--- src/rtl/dbf_pkg.sv ---
package dbf_pkg;

  // What the timer does on a given clock
  typedef enum logic [2:0] {
    ACT_HOLD,
    ACT_UP,
    ACT_DOWN,
    ACT_ZERO,
    ACT_FIRE
  } tmr_act_e;

endpackage

--- src/rtl/dbf_sync.sv ---
module dbf_sync #(
  parameter int STAGES = 2
) (
  input  logic clk,
  input  logic rst,
  input  logic d,
  output logic q
);

  logic [STAGES-1:0] chain;

  generate
    for (genvar i = 0; i < STAGES; i++) begin : g_stage
      if (i == 0) begin : g_first
        always_ff @(posedge clk) begin
          if (rst) chain[0] <= 1'b0;
          else     chain[0] <= d;
        end
      end else begin : g_next
        always_ff @(posedge clk) begin
          if (rst) chain[i] <= 1'b0;
          else     chain[i] <= chain[i-1];
        end
      end
    end
  endgenerate

  assign q = chain[STAGES-1];

endmodule

--- src/rtl/dbf_timer.sv ---
module dbf_timer
  import dbf_pkg::*;
#(
  parameter int TW = 16
) (
  input  logic          clk,
  input  logic          rst,
  input  logic          tick,
  input  logic          smp,
  input  logic          level,
  input  logic [TW-1:0] thr,
  input  logic          zero_on_match,
  output logic [TW-1:0] timer_q,
  output logic          fire,
  output logic          bypass
);

  localparam logic [TW-1:0] ONE  = TW'(1);
  localparam logic [TW-1:0] ZERO = '0;

  tmr_act_e      act;
  logic [TW-1:0] up_val;

  assign bypass = (thr == ZERO);
  assign up_val = timer_q + ONE;

  always_comb begin
    act = ACT_HOLD;
    if (bypass) begin
      act = ACT_ZERO;
    end else if (tick) begin
      if (smp != level) begin
        act = (up_val == thr) ? ACT_FIRE : ACT_UP;
      end else if (zero_on_match) begin
        act = ACT_ZERO;
      end else if (timer_q != ZERO) begin
        act = ACT_DOWN;
      end
    end
  end

  assign fire = (act == ACT_FIRE);

  always_ff @(posedge clk) begin
    if (rst) begin
      timer_q <= ZERO;
    end else begin
      case (act)
        ACT_UP:   timer_q <= up_val;
        ACT_DOWN: timer_q <= timer_q - ONE;
        ACT_ZERO,
        ACT_FIRE: timer_q <= ZERO;
        default:  timer_q <= timer_q;
      endcase
    end
  end

endmodule

--- src/rtl/dbf_glitch.sv ---
module dbf_glitch #(
  parameter int TW = 16
) (
  input  logic          clk,
  input  logic          rst,
  input  logic          smp,
  input  logic [TW-1:0] timer_q,
  input  logic [TW-1:0] thr,
  input  logic          clr_rise,
  input  logic          clr_fall,
  output logic          flag_rise,
  output logic          flag_fall
);

  logic smp_prev;
  logic in_window;
  logic rise_ev;
  logic fall_ev;

  assign in_window = (timer_q != '0) && (timer_q < thr);
  assign rise_ev   = smp & ~smp_prev & in_window;
  assign fall_ev   = ~smp & smp_prev & in_window;

  always_ff @(posedge clk) begin
    if (rst) begin
      smp_prev  <= 1'b0;
      flag_rise <= 1'b0;
      flag_fall <= 1'b0;
    end else begin
      smp_prev <= smp;
      if (rise_ev)       flag_rise <= 1'b1;
      else if (clr_rise) flag_rise <= 1'b0;
      if (fall_ev)       flag_fall <= 1'b1;
      else if (clr_fall) flag_fall <= 1'b0;
    end
  end

endmodule

--- src/rtl/dbf_filter.sv ---
module dbf_filter #(
  parameter int TW          = 16,
  parameter int SYNC_STAGES = 2
) (
  input  logic          clk,
  input  logic          rst,
  input  logic          tick,
  input  logic          din,
  input  logic [TW-1:0] thr,
  input  logic          zero_on_match,
  input  logic          clr_rise,
  input  logic          clr_fall,
  output logic          level,
  output logic          trig,
  output logic          glitch_rise,
  output logic          glitch_fall
);

  logic          smp;
  logic [TW-1:0] timer_q;
  logic          fire;
  logic          bypass;

  dbf_sync #(.STAGES(SYNC_STAGES)) u_sync (
    .clk (clk),
    .rst (rst),
    .d   (din),
    .q   (smp)
  );

  dbf_timer #(.TW(TW)) u_timer (
    .clk           (clk),
    .rst           (rst),
    .tick          (tick),
    .smp           (smp),
    .level         (level),
    .thr           (thr),
    .zero_on_match (zero_on_match),
    .timer_q       (timer_q),
    .fire          (fire),
    .bypass        (bypass)
  );

  dbf_glitch #(.TW(TW)) u_glitch (
    .clk       (clk),
    .rst       (rst),
    .smp       (smp),
    .timer_q   (timer_q),
    .thr       (thr),
    .clr_rise  (clr_rise),
    .clr_fall  (clr_fall),
    .flag_rise (glitch_rise),
    .flag_fall (glitch_fall)
  );

  // Registered level and trigger outputs
  always_ff @(posedge clk) begin
    if (rst) begin
      level <= 1'b0;
      trig  <= 1'b0;
    end else if (bypass) begin
      level <= smp;
      trig  <= (smp != level);
    end else begin
      level <= level ^ fire;
      trig  <= fire;
    end
  end

endmodule

--- config.mk ---
export PLATFORM = sky130hd
export DESIGN_NAME = dbf_filter
export DESIGN_NICKNAME = d
export VERILOG_FILES = /design/src/rtl/dbf_pkg.sv /design/src/rtl/dbf_sync.sv /design/src/rtl/dbf_timer.sv /design/src/rtl/dbf_glitch.sv /design/src/rtl/dbf_filter.sv
export SDC_FILE = /design/constraint.sdc
export NUM_CORES = 1
export LEC_CHECK = 0
export BUFFER_PORTS_ARGS = -buffer_cell sky130_fd_sc_hd__buf_4
export CAP_MARGIN = 10
export CORE_ASPECT_RATIO = 0.5
export CORE_MARGIN = 4
export CORE_UTILIZATION = 54
export CTS_BUF_LIST = sky130_fd_sc_hd__clkbuf_16
export DETAILED_ROUTE_END_ITERATION = 16
export PLACE_DENSITY_LB_ADDON = 0.12
export RECOVER_POWER = 100
export SKIP_CTS_REPAIR_TIMING = 1
export SLEW_MARGIN = 30
export SYNTH_ARGS = -nofsm -noshare
export SYNTH_HDL_FRONTEND = slang
export SYNTH_SLANG_ARGS = --single-unit
--- constraint.sdc ---
create_clock -name clk -period 2.6 [get_ports clk]
set_input_delay 0 -clock clk [delete_from_list [all_inputs] [get_ports clk]]
set_output_delay 0 -clock clk [all_outputs]
set_load 0.02 [all_outputs]
### Yosys cells after proc, flatten, opt, wreduce, memory -nomap -nowiden

Cells that the tools add are included.

* register bits after elaboration: 23
* latch bits: 0
* bits in writable memories: 0
* ROM bits: 0
* output and inout port bits: 4
* memories kept: 0

* $add $sub $neg: 2
* multiply operators: 0
* divide/modulo/power cells: 0
* $lt $le $gt $ge: 1
* equal/unequal tests: 6
* shift-type cells: 0
* mux-type cells: 13
* bitwise operators: 7
* reduce and logical (&&, ||, !) cells: 7

Operator list (count)
* $pmux 16 s3: 1
* $add 16x1->16 const B: 1
* $eq 16x16->1: 1
* $logic_not 16->1: 1
* $lt 16x16->1: 1
* $reduce_bool 16->1: 1
* $sub 16x1->16 const B: 1
* $mux 3: 5
* $eq 3x2->1 const B: 2
* $mux 1: 6
* $and 1x1->1: 4
* $reduce_bool 2->1: 2
* $eq 3x1->1 const B: 1
* $eq 3x3->1 const B: 1
* $reduce_bool 3->1: 1
* $mux 2: 1
* $not 1->1: 2
* $reduce_or 2->1: 1
* $logic_and 1x1->1: 1
* $ne 1x1->1: 1
* $xor 1x1->1: 1

### Logic depth before layout (Yosys ltp)

Gate-level depths: netlist (run 1).

* depth in word-level cells: 9
* depth in mapped cells: 10
* mapped depth without buffers: 10

### Hierarchy

Synthesis (run 1) repeated with hierarchy kept, for this count alone.

* cell total of the unflattened synthesis: 334
* area total of the unflattened synthesis: 2653.8 sq um

Modules (own cells, without submodules)
* dbf_timer: times used 1, cells each 254, area an instance 1974.4 sq um, sequential area each 320.3 sq um
* dbf_glitch: times used 1, cells each 67, area an instance 540.5 sq um, sequential area each 60.1 sq um
* dbf_filter: times used 1, cells each 9, area an instance 86.3 sq um, sequential area each 40.0 sq um
* dbf_sync: times used 1, cells each 4, area an instance 52.6 sq um, sequential area each 40.0 sq um

### Least setup slack after synthesis (run 1)

OpenSTA, ideal clock, no wires.

* kind: register to register
* start point: register u_timer.timer_q[0]
* end point: register u_timer.timer_q[4]
* setup time: 86 ps
* arrival: 2590 ps
* required time: 2514 ps
* path slack: -76 ps
* stages on the path, launching flop included: 10
* path buffers: 0
* period minus slack after synthesis: 2676 ps
* cells stage by stage: dfxtp_1 > inv_1 > ha_1 > or3b_2 > nor4_4 > a21oi_2 > or2_4 > a21oi_4 > nand2_2 > a221oi_2

* cells in the longest elaborated chain, start to end: 9

RTL lines
* from (decl): RTL line dbf_timer.sv:13 `output logic [TW-1:0] timer_q,`
* from (signal assigned): RTL line dbf_timer.sv:49 `ACT_UP: timer_q <= up_val;`
* from (signal assigned): RTL line dbf_timer.sv:50 `ACT_DOWN: timer_q <= timer_q - ONE;`
* from (signal assigned): RTL line dbf_timer.sv:53 `default: timer_q <= timer_q;`
* $add 16x1->16 or $reduce_bool 16->1 (tied branches): RTL line dbf_timer.sv:25, dbf_timer.sv:36
* $eq 16x16->1 or $mux 2 (tied branches): RTL line dbf_timer.sv:33, dbf_timer.sv:36
* $mux 3 (on tied branches): RTL line dbf_timer.sv:33, dbf_timer.sv:34
* $mux 3: RTL line dbf_timer.sv:32 `if (smp != level) begin`
* $mux 3: RTL line dbf_timer.sv:31 `end else if (tick) begin`
* $mux 3: RTL line dbf_timer.sv:29 `if (bypass) begin`
* $eq 3x3->1 or $eq 3x2->1 (tied branches): RTL line dbf_timer.sv:48 `case (act)`
* $reduce_or 2->1: RTL line dbf_timer.sv:48
* $pmux 16 s3 or $reduce_bool 3->1 (tied branches)

Several ways; a longest one is shown, not always the timed one.
A chain may end at the register's enable or synchronous reset.

### Worst setup path after layout (run 1)

* start point: register u_timer.timer_q[1]
* end point: register u_timer.timer_q[13]

The elaborated chain is that of the path after synthesis.

==> results.tsv, run 1 <==
stage	metric	value	unit
outcome	violations	setup timing	
die	core_area	0.00457	mm2
clock_network	htreeDepth	1	
clock_network	clock_path_buffers	2	
setup_path	crit_path_end_kind	flip-flop	
cells_and_area	area_delta_synth_final	37.2	%
hold_path	hold_class	primary input to flip-flop	
synthesis	syn_avg_cell_area	7.57	um2
synthesis	synth_warnings	0	
synthesis	synth.most_common_cell	nand2_1	
sta	maxSlewHeadroom	0.549	
detailed_routing	vias	3324	
sta	worst_pin_slew	0.671	ns
detailed_routing	drt_iter0_drc	461	
place	gp_congestion	1.09	
cells_and_area	nets	473	
detailed_routing	drc	0	
sta	max_freq	378	MHz
synthesis	synth_seq_area_share	0.173	
job	cap_violations	0	
synthesis	syn-num-nets	392	
detailed_routing	wl_met1	4480	um
detailed_routing	dr_wl_met2	4510	um
place	port_buffers	26	
synthesis	synthDistinctLibCells	66	
clock_network	cts_made_buffers	3	
clock_network	clkSinkCount	23	
global_route	antenna_found_initial	0	
global_route	overflow	0	
clock_network	insertion_delay	0.26	ns
clock_network	clk_pin_slew	0.07	ns
synthesis	synthArstFlopShare	0	
power	power.density	622	mW/mm2
die	fp.dieW	107	um
clock_network	cts_tree	done	
setup_path	critical_path_required	2.78	ns
global_route	grtUsageTotal	0.335	
sta	setup_viol	3	
synthesis	synth-main-ff-cell	dfxtp_1	
global_route	grt_pass1_vias	3045	
detailed_routing	ant_nets	0	
global_route	grt_pass1_wl	16000	um
synthesis	synth_edf_count	0	
die	start_util	0.581	
sta	hold_viol	0	
sta	period_share	1.02	
sta	rsz0062_at_grt	true	
cells_and_area	diodes	0	
synthesis	synth.top_cell.area_share	0.173	
sta	finalSetupTns	-0.0683	ns
sta	min_period	2.65	ns
power	leakage	1.59	nW
synthesis	yosys.area.top_type	dfxtp_1	
synthesis	synth_common_cells	nand2_1, nor2_1, dfxtp_1	
place	dpl_cell_area	0.00331	mm2
place	dpl.hpwl	8170	um
die	rows	17	
detailed_routing	top_layer_used	met4	
die	fp.dieH	57.6	um
setup_path	worstSetupPathType	flip-flop to flip-flop	
clock_network	root_buffer	clkbuf_16	
synthesis	synth-seq-cells	23	
setup_path	cp.arrival	2.82	ns
detailed_routing	wl_per_cell	21.6	um
detailed_routing	drt-total-wl	10800	um
detailed_routing	firstDrtPassIters	7	
synthesis	ys_top_cells_by_area	dfxtp_1, ha_1, nand4_1	
cells_and_area	drive_gt1_frac	0.355	
power	p_total	0.00227	W
setup_path	critPathMaxFanout	6	
sta	setup_ws	-0.0486	ns
synthesis	syn_inst	351	
power	peakVddDrop	0.000426	V
setup_path	crit_path_start_kind	flip-flop	
die	ios	27	
sta	clock_skew	0.00752	ns
detailed_routing	viasPerCell	6.69	
cells_and_area	fin_util	0.797	
outcome	status	finished, violations left	
cells_and_area	design_area	0.00364	mm2
global_route	grt_max_degree	22	
detailed_routing	wl_met3	1570	um
sta	slew_violations	0	
synthesis	synthesis.area	0.00266	mm2
die	die-area	0.00617	mm2
-- stage by stage --
stage | worst slack [ns] | instances | hold WS (ns)
after floorplan | 0.0403 | 351 | 0.0831
after global placement | -0.277 | 484 | 0.218
after detailed placement | -0.331 | 484 | 0.228
after CTS | -0.357 | 488 | -0.0429
after global routing | -0.124 | 497 | 0.105
final | -0.0486 | 497 | 0.0825
-- cell usage in the layout (no fill, tap or decap), types with 5 or more instances in the layout --
| master | count |
|---|---|
| nand4_1 | 17 |
| nand3_1 | 12 |
| nor4_1 | 8 |
| o32ai_1 | 5 |
| a31oi_1 | 7 |
| xor2_1 | 12 |
| inv_1 | 19 |
| buf_4 | 86 |
| a21oi_1 | 17 |
| nor2b_1 | 6 |
| o21ai_0 | 14 |
| nor2_1 | 25 |
| dfxtp_2 | 6 |
| nor3_1 | 12 |
| dfxtp_1 | 12 |
| nand2_1 | 26 |
| a21o_1 | 5 |
| nand2b_1 | 7 |
| ha_1 | 16 |
| xnor2_1 | 9 |
| dfxtp_4 | 5 |
-- final cells by class --
| class | instances | area (um2) |
|---|---|---|
| multi-input combinational | 287 | 2180 |
| fill | 342 | 928 |
| timing repair buffer | 96 | 732 |
| sequential | 23 | 487 |
| inverter | 21 | 83.8 |
| tap | 66 | 82.6 |
| clock buffer | 3 | 75.1 |
| clock inverter | 1 | 5.00 |
-- state kept, by name, indices dropped and copies added (netlist names) --
register            cells
level                   1
trig                    1
u_glitch.flag_fall      1
u_glitch.flag_rise      1
u_glitch.smp_prev       1
u_sync.chain            1
u_sync.q                1
u_timer.timer_q        16
-- kinds of logic (layout without fill, tap and decap cells) --
logic type	Yosys count	count (layout)	synth area share
multiplexers	2	2	0.00848
flip-flops	23	23	0.173
AO/OA/AOI/OAI	89	90	0.247
adder cells (fa/ha/maj)	18	18	0.0848
AND/OR/NAND/NOR	154	154	0.331
buffers and inverters	42	121	0.0692
XOR/XNOR	23	23	0.0862
-- per-layer routing --
| layer | vias to the layer above | track usage |
|---|---|---|
| li1 | 1482 | - |
| met2 | 220 | 0.489 |
| met3 | 38 | 0.168 |
| met5 | - | 0 |
| met1 | 1584 | 0.454 |
| met4 | 0 | 0.0437 |
-- path summary, 6_finish.rpt --
path / start / endpoint / depth (start not counted) / slack, ns
setup / recovery: u_timer.timer_q[1] / u_timer.timer_q[13] / 10 / -0.05
hold / removal: clr_rise / u_glitch.flag_rise / 4 / 0.08
setup reg to reg: u_timer.timer_q[1] / u_timer.timer_q[13] / 10 / -0.05
hold reg to reg: u_sync.chain[0] / u_sync.q / 1 / 0.44
-- worst max-delay path, cell delays in order, from the launching register on --
cell      delay, ns
dfxtp_4        0.37
inv_4          0.07
ha_4           0.13
or3b_4         0.42
nor4_4         0.31
buf_6          0.18
a21oi_4        0.06
or2_4          0.28
a21oi_4        0.28
nand2_4        0.14
a221oi_4       0.32
-- power breakdown --
group | leakage, nW | switching [W] | internal, W
combinational | 1.36 | 0.000745 | 0.000635
clock | 0.0409 | 0.000144 | 0.000208
sequential | 0.194 | 0.000120 | 0.000417
Note: power is estimated with default switching activity, not from simulation.
==> inputs of run 2 (changes only) <==
--- a/config.mk
+++ b/config.mk
@@ -5,11 +5,11 @@
 export SDC_FILE = /design/constraint.sdc
 export NUM_CORES = 1
 export LEC_CHECK = 0
+export ABC_AREA = 1
 export BUFFER_PORTS_ARGS = -buffer_cell sky130_fd_sc_hd__buf_4
 export CAP_MARGIN = 10
-export CORE_ASPECT_RATIO = 0.5
 export CORE_MARGIN = 4
-export CORE_UTILIZATION = 54
+export CORE_UTILIZATION = 40
 export CTS_BUF_LIST = sky130_fd_sc_hd__clkbuf_16
 export DETAILED_ROUTE_END_ITERATION = 16
 export PLACE_DENSITY_LB_ADDON = 0.12
==> results.tsv, run 2 <==
stage	metric	value	unit
synthesis	synth_seq_area_share	0.156	
cells_and_area	seq_area	472	um2
place	port_buffers	26	
place	dpl.hpwl	7670	um
detailed_routing	drt_iter0_drc	235	
clock_network	clkSinkCount	23	
power	combPwrFrac	0.450	
synthesis	synthArstFlopShare	0	
global_route	overflow	0	
cells_and_area	area_delta_synth_final	20.1	%
power	leakage	1.83	nW
setup_path	path_buf_inv	5	
setup_path	crit_path_start_kind	flip-flop	
clock_network	root_buffer	clkbuf_16	
synthesis	synthDistinctLibCells	28	
setup_path	cp.arrival	2.65	ns
place	placedCellCount	646	
global_route	grt_pass1_wl	15700	um
sta	hold_viol	2	
setup_path	worstSetupPathType	flip-flop to flip-flop	
outcome	violations	hold timing	
sta	slew_violations	0	
setup_path	cp_top_family	simple AND/OR/NAND/NOR gates	
detailed_routing	vias	3610	
setup_path	rr_startpoint	u_timer.timer_q[0]	
detailed_routing	ant_nets	0	
die	fp.dieH	93.9	um
sta	period_share	0.940	
setup_path	max_stage_delay	0.37	ns
clock_network	cts_tree	done	
setup_path	critPathMaxFanout	8	
cells_and_area	drive_gt1_frac	0.156	
synthesis	synth_warnings	0	
die	fp.dieW	93.9	um
job	cap_violations	0	
power	swShare	0.412	
synthesis	synth_top_family_by_area	simple AND/OR/NAND/NOR gates	
die	core_area	0.00721	mm2
synthesis	yosys-mux-area-fraction	0	
outcome	status	finished, violations left	
synthesis	synth_edf_count	0	
power	pwr-share-seq	0.309	
cells_and_area	filler_cell_count	804	
detailed_routing	drc	0	
sta	rsz0062_at_grt	false	
detailed_routing	drt-total-wl	10200	um
global_route	grtUsageTotal	0.225	
setup_path	r2r_cells	20	
synthesis	syn-num-nets	558	
setup_path	crit_chain	ha_4 -> nand2_4 -> nor2_4 -> buf_6 -> buf_4 -> buf_4 -> nand3_1 -> nand2_1 -> nand3_1 -> nand2_1 -> nor2_1 -> nand2_1 -> nor2_4 -> nand2_4 -> buf_4 -> nand3_1 -> nand3_1 -> nand2_1 -> inv_1 -> nor2_2	
die	start_util	0.409	
synthesis	synth-seq-cells	23	
synthesis	synth.most_common_cell	nand2_1	
power	clkPwrFrac	0.242	
setup_path	rrSetupSlack	0.16	ns
power	peakVddDrop	0.000226	V
hold_path	min_to	u_glitch.flag_rise	
setup_path	slowest_stage	dfxtp_4	
global_route	grt_pass1_vias	3148	
synthesis	synth-simple-area-share	0.542	
sta	clock_skew	0.00466	ns
place	gp_congestion	0.923	
sta	setup_viol	0	
setup_path	startpoint	u_timer.timer_q[0]	
place	place_ws	0.00295	ns
die	ios	27	
synthesis	syn_avg_cell_area	5.71	um2
synthesis	synth-main-ff-cell	dfxtp_1	
power	cell_internal_pwr	0.000843	W
power	power.density	405	mW/mm2
die	die-area	0.00881	mm2
global_route	antenna_found_initial	0	
clock_network	clk_pin_slew	0.07	ns
synthesis	synth_common_cells	nand2_1, nand3_1, inv_1	
hold_path	hold_path_startpoint	clr_rise	
synthesis	ys_top_cells_by_area	nand2_1, dfxtp_1, nand3_1	
detailed_routing	viasPerCell	5.49	
cells_and_area	final_common_cell	nand2_1	
sta	setup_ws	0.155	ns
hold_path	hold_depth	4	
clock_network	clock_path_buffers	2	
cells_and_area	nets	601	
setup_path	critical_path_required	2.80	ns
synthesis	yosys.area.top_type	nand2_1	
cells_and_area	mostFrequentLayoutCells	nand2_1, nand3_1, inv_1	
hold_path	hold_class	primary input to flip-flop	
cells_and_area	largest_reg_flops	16	
detailed_routing	wl_per_cell	15.6	um
cells_and_area	fin_util	0.491	
synthesis	synthesis.area	0.00295	mm2
clock_network	cts_made_buffers	3	
synthesis	synth-adder-area-share	0.0763	
power	switchingPower	0.000591	W
cells_and_area	largest-register	u_timer.timer_q	
sta	maxSlewHeadroom	0.585	
die	rows	31	
sta	worst_pin_slew	0.622	ns
synthesis	syn_inst	517	
setup_path	timing.rr.end	u_timer.timer_q[5]	
synthesis	synth.top_cell.area_share	0.164	
cells_and_area	diodes	0	
sta	max_freq	409	MHz
synthesis	synth_compound_area_frac	0.0416	
cells_and_area	multi_input_area	0.00213	mm2
sta	hold_ws	-0.0200	ns
synthesis	synth_xor_area_frac	0.0386	
sta	min_period	2.44	ns
detailed_routing	firstDrtPassIters	4	
clock_network	htreeDepth	1	
clock_network	insertion_delay	0.26	ns
setup_path	crit_path_end_kind	flip-flop	
global_route	grt_max_degree	33	
cells_and_area	stdcell_count	658	
==> run 2: layout make-up <==
| class | instances | share of cell area |
|---|---|---|
| Tap cell | 99 | 0.0350 |
| Sequential cell | 23 | 0.133 |
| Multi-Input combinational cell | 394 | 0.602 |
| Timing Repair Buffer | 54 | 0.119 |
| Clock buffer | 3 | 0.0212 |
| Clock inverter | 1 | 0.00106 |
| Inverter | 84 | 0.0890 |
==> run 2: worst min-delay path: stages <==
cell	delay, ns
buf_4	0.07
inv_1	0.03
nand2_1	0.04
a21oi_1	0.05
==> run 2: how the worst max path moves through the flow <==
stage	to	slack, ns	cells past startpoint
6_report	u_timer.timer_q[5]	0.16	20
2_1_floorplan	u_timer.timer_q[2]	0.35	14
4_1_cts	u_timer.timer_q[0]	-0.02	18
3_5_place_dp	u_timer.timer_q[0]	0.003	18
3_3_place_gp	u_timer.timer_q[0]	0.06	18
5_1_grt	u_timer.timer_q[7]	0.0009	19
==> run 2: power groups by stage <==
| stage | logic, W | registers, W | clock network [W] |
|---|---|---|---|
| after floorplan | 0.000445 | 0.000424 | 0 |
| after global placement | 0.000613 | 0.000443 | 0 |
| after detailed placement | 0.000618 | 0.000444 | 0 |
| after CTS | 0.000622 | 0.000435 | 0.000351 |
| after global routing | 0.000729 | 0.000445 | 0.000364 |
| final | 0.000645 | 0.000443 | 0.000347 |
==> run 2: logic make-up (layout without fill, tap and decap cells) <==
family                     count (synthesis)  count (layout)
buffers and inverters                    102             142
DFF                                       23              23
adders and majority gates                 18              18
xor gates and xnor gates                  13              13
and+or+nand+nor                          338             340
AOI/OAI and AO/OA                         23              23
==> run 2: layer usage <==
metal  routed length [um]  global-route usage  part of all wire
met2                 4690               0.374              0.46
met4                  194              0.0602             0.019
met3                  811              0.0280             0.079
met5                    0                   0                 0
met1                 4540               0.306              0.44
==> run 2: through the flow <==
stage / total power [W] / setup TNS, ns / area (um2) / hold WS, ns
CTS: 0.00141 / -0.0335 / 3410 / -0.0600
global route: 0.00154 / 0 / 3540 / 0.0231
finish: 0.00143 / 0 / 3540 / -0.0200
detailed placement: 0.00106 / 0 / 3330 / 0.209
floorplan: 0.000869 / 0 / 2950 / 0.107
global placement: 0.00106 / 0 / 3330 / 0.204
==> inputs of run 3 (changes only) <==
--- a/config.mk
+++ b/config.mk
@@ -5,7 +5,6 @@
 export SDC_FILE = /design/constraint.sdc
 export NUM_CORES = 1
 export LEC_CHECK = 0
-export ABC_AREA = 1
 export BUFFER_PORTS_ARGS = -buffer_cell sky130_fd_sc_hd__buf_4
 export CAP_MARGIN = 10
 export CORE_MARGIN = 4
==> results.tsv, run 3 (synthesized netlist as in run 1, its figures left out) <==
stage	metric	value	unit
outcome	status	finished, violations left	
outcome	violations	setup timing	
job	cap_violations	0	
clock_network	clkSinkCount	23	
die	core_area	0.00639	mm2
cells_and_area	diodes	0	
detailed_routing	firstDrtPassIters	6	
global_route	grt_pass1_vias	2978	
sta	hold_ws	0.0840	ns
setup_path	timing.rr.end	u_timer.timer_q[7]	
setup_path	crit_path_start_kind	flip-flop	
clock_network	clock_path_buffers	2	
die	fp.dieW	89.5	um
sta	rsz0062_at_grt	true	
setup_path	r2r_cells	11	
setup_path	worstSetupPathType	flip-flop to flip-flop	
cells_and_area	area_delta_synth_final	43.6	%
setup_path	rrSetupSlack	-0.08	ns
die	ios	27	
clock_network	root_buffer	clkbuf_16	
detailed_routing	vias	3232	
power	leakage	1.71	nW
cells_and_area	filler_cell_count	593	
power	swShare	0.426	
setup_path	cp.arrival	2.87	ns
setup_path	crit_path_end_kind	flip-flop	
place	gp_congestion	0.961	
die	fp.dieH	89.5	um
hold_path	hold_depth	2	
place	placedCellCount	508	
die	die-area	0.00801	mm2
global_route	antenna_found_initial	0	
power	peakVddDrop	0.000365	V
sta	max_freq	373	MHz
power	clkPwrFrac	0.164	
cells_and_area	final_common_cell	buf_4	
sta	slew_violations	0	
detailed_routing	wl_per_cell	18.3	um
place	dpl.hpwl	7480	um
sta	maxSlewHeadroom	0.281	
detailed_routing	ant_nets	0	
cells_and_area	largest_reg_flops	16	
hold_path	hold_path_startpoint	rst	
clock_network	htreeDepth	1	
cells_and_area	largest-register	u_timer.timer_q	
power	cell_internal_pwr	0.00128	W
cells_and_area	seq_area	472	um2
detailed_routing	drt-total-wl	9760	um
sta	worst_pin_slew	1.07	ns
setup_path	critical_path_required	2.79	ns
clock_network	insertion_delay	0.27	ns
clock_network	cts_made_buffers	3	
power	pwr-share-seq	0.216	
sta	period_share	1.03	
detailed_routing	viasPerCell	6.08	
cells_and_area	nets	497	
global_route	grt_pass1_wl	15200	um
clock_network	clk_pin_slew	0.07	ns
detailed_routing	drt_iter0_drc	291	
die	rows	29	
cells_and_area	mostFrequentLayoutCells	buf_4, nor2_1, nand2_1	
die	start_util	0.416	
cells_and_area	stdcell_count	532	
sta	min_period	2.68	ns
setup_path	critPathMaxFanout	8	
global_route	grt_max_degree	22	
global_route	grtUsageTotal	0.249	
power	power.density	583	mW/mm2
sta	hold_viol	0	
hold_path	min_to	u_glitch.flag_rise	
sta	finalSetupTns	-0.409	ns
clock_network	cts_tree	done	
place	port_buffers	26	
sta	setup_viol	11	
hold_path	hold_class	primary input to flip-flop	
detailed_routing	drc	0	
sta	clock_skew	0.00253	ns
sta	setup_ws	-0.0783	ns
cells_and_area	multi_input_area	0.00215	mm2
power	combPwrFrac	0.620	
global_route	overflow	0	
setup_path	rr_startpoint	u_timer.timer_q[0]	
power	switchingPower	0.000947	W
cells_and_area	drive_gt1_frac	0.376	
==> run 3: worst max path at each step <==
stage / start / endpoint / cells past startpoint
CTS: u_timer.timer_q[0] / u_timer.timer_q[4] / 10
global route: u_timer.timer_q[1] / u_timer.timer_q[13] / 11
detailed placement: u_timer.timer_q[0] / u_timer.timer_q[4] / 10
global placement: u_timer.timer_q[0] / u_timer.timer_q[4] / 10
floorplan: u_timer.timer_q[0] / u_timer.timer_q[4] / 9
finish: u_timer.timer_q[0] / u_timer.timer_q[7] / 11
==> run 3: critical path, cell delays in order, from the launching register on <==
cell,delay [ns]
dfxtp_2,0.33
buf_6,0.12
inv_4,0.05
ha_4,0.13
or3b_4,0.40
nor4_4,0.42
a21oi_2,0.11
or2_4,0.26
a21oi_4,0.33
buf_6,0.16
o211ai_1,0.09
a22oi_1,0.19
==> run 3: metal layers <==
| metal | global-route usage | up-vias | share of wire |
|---|---|---|---|
| met4 | 0.0704 | 0 | 0.028 |
| met5 | 0 | - | 0 |
| met3 | 0.0295 | 35 | 0.067 |
| li1 | - | 1526 | - |
| met1 | 0.341 | 1533 | 0.43 |
| met2 | 0.409 | 138 | 0.47 |
==> run 3: area by class of cell <==
class / count / area share
clock inverters: 1 / 0.00131
multi-input cells: 286 / 0.565
well taps: 77 / 0.0253
flip-flops and latches: 23 / 0.124
clock buffers: 3 / 0.0197
repair buffers: 121 / 0.243
inverters: 21 / 0.0220
==> run 3: power by group through the flow <==
stage	combinational (W)	sequential, W	clock [W]
2_1_floorplan	0.000788	0.000452	0
3_3_place_gp	0.00122	0.000481	0
3_5_place_dp	0.00122	0.000479	0
4_1_cts	0.00123	0.000471	0.000360
5_1_grt	0.00150	0.000489	0.000379
6_report	0.00138	0.000481	0.000365
==> run 3: per-stage QoR <==
| stage | setup slack, ns | utilization | total power [W] | area (um2) |
|---|---|---|---|---|
| global placement | -0.109 | 0.536 | 0.00170 | 3420 |
| floorplan | 0.0403 | - | 0.00124 | 2660 |
| CTS | -0.167 | 0.548 | 0.00206 | 3500 |
| global route | -0.186 | 0.597 | 0.00237 | 3810 |
| detailed placement | -0.144 | 0.536 | 0.00170 | 3420 |
| finish | -0.0783 | 0.597 | 0.00222 | 3810 |
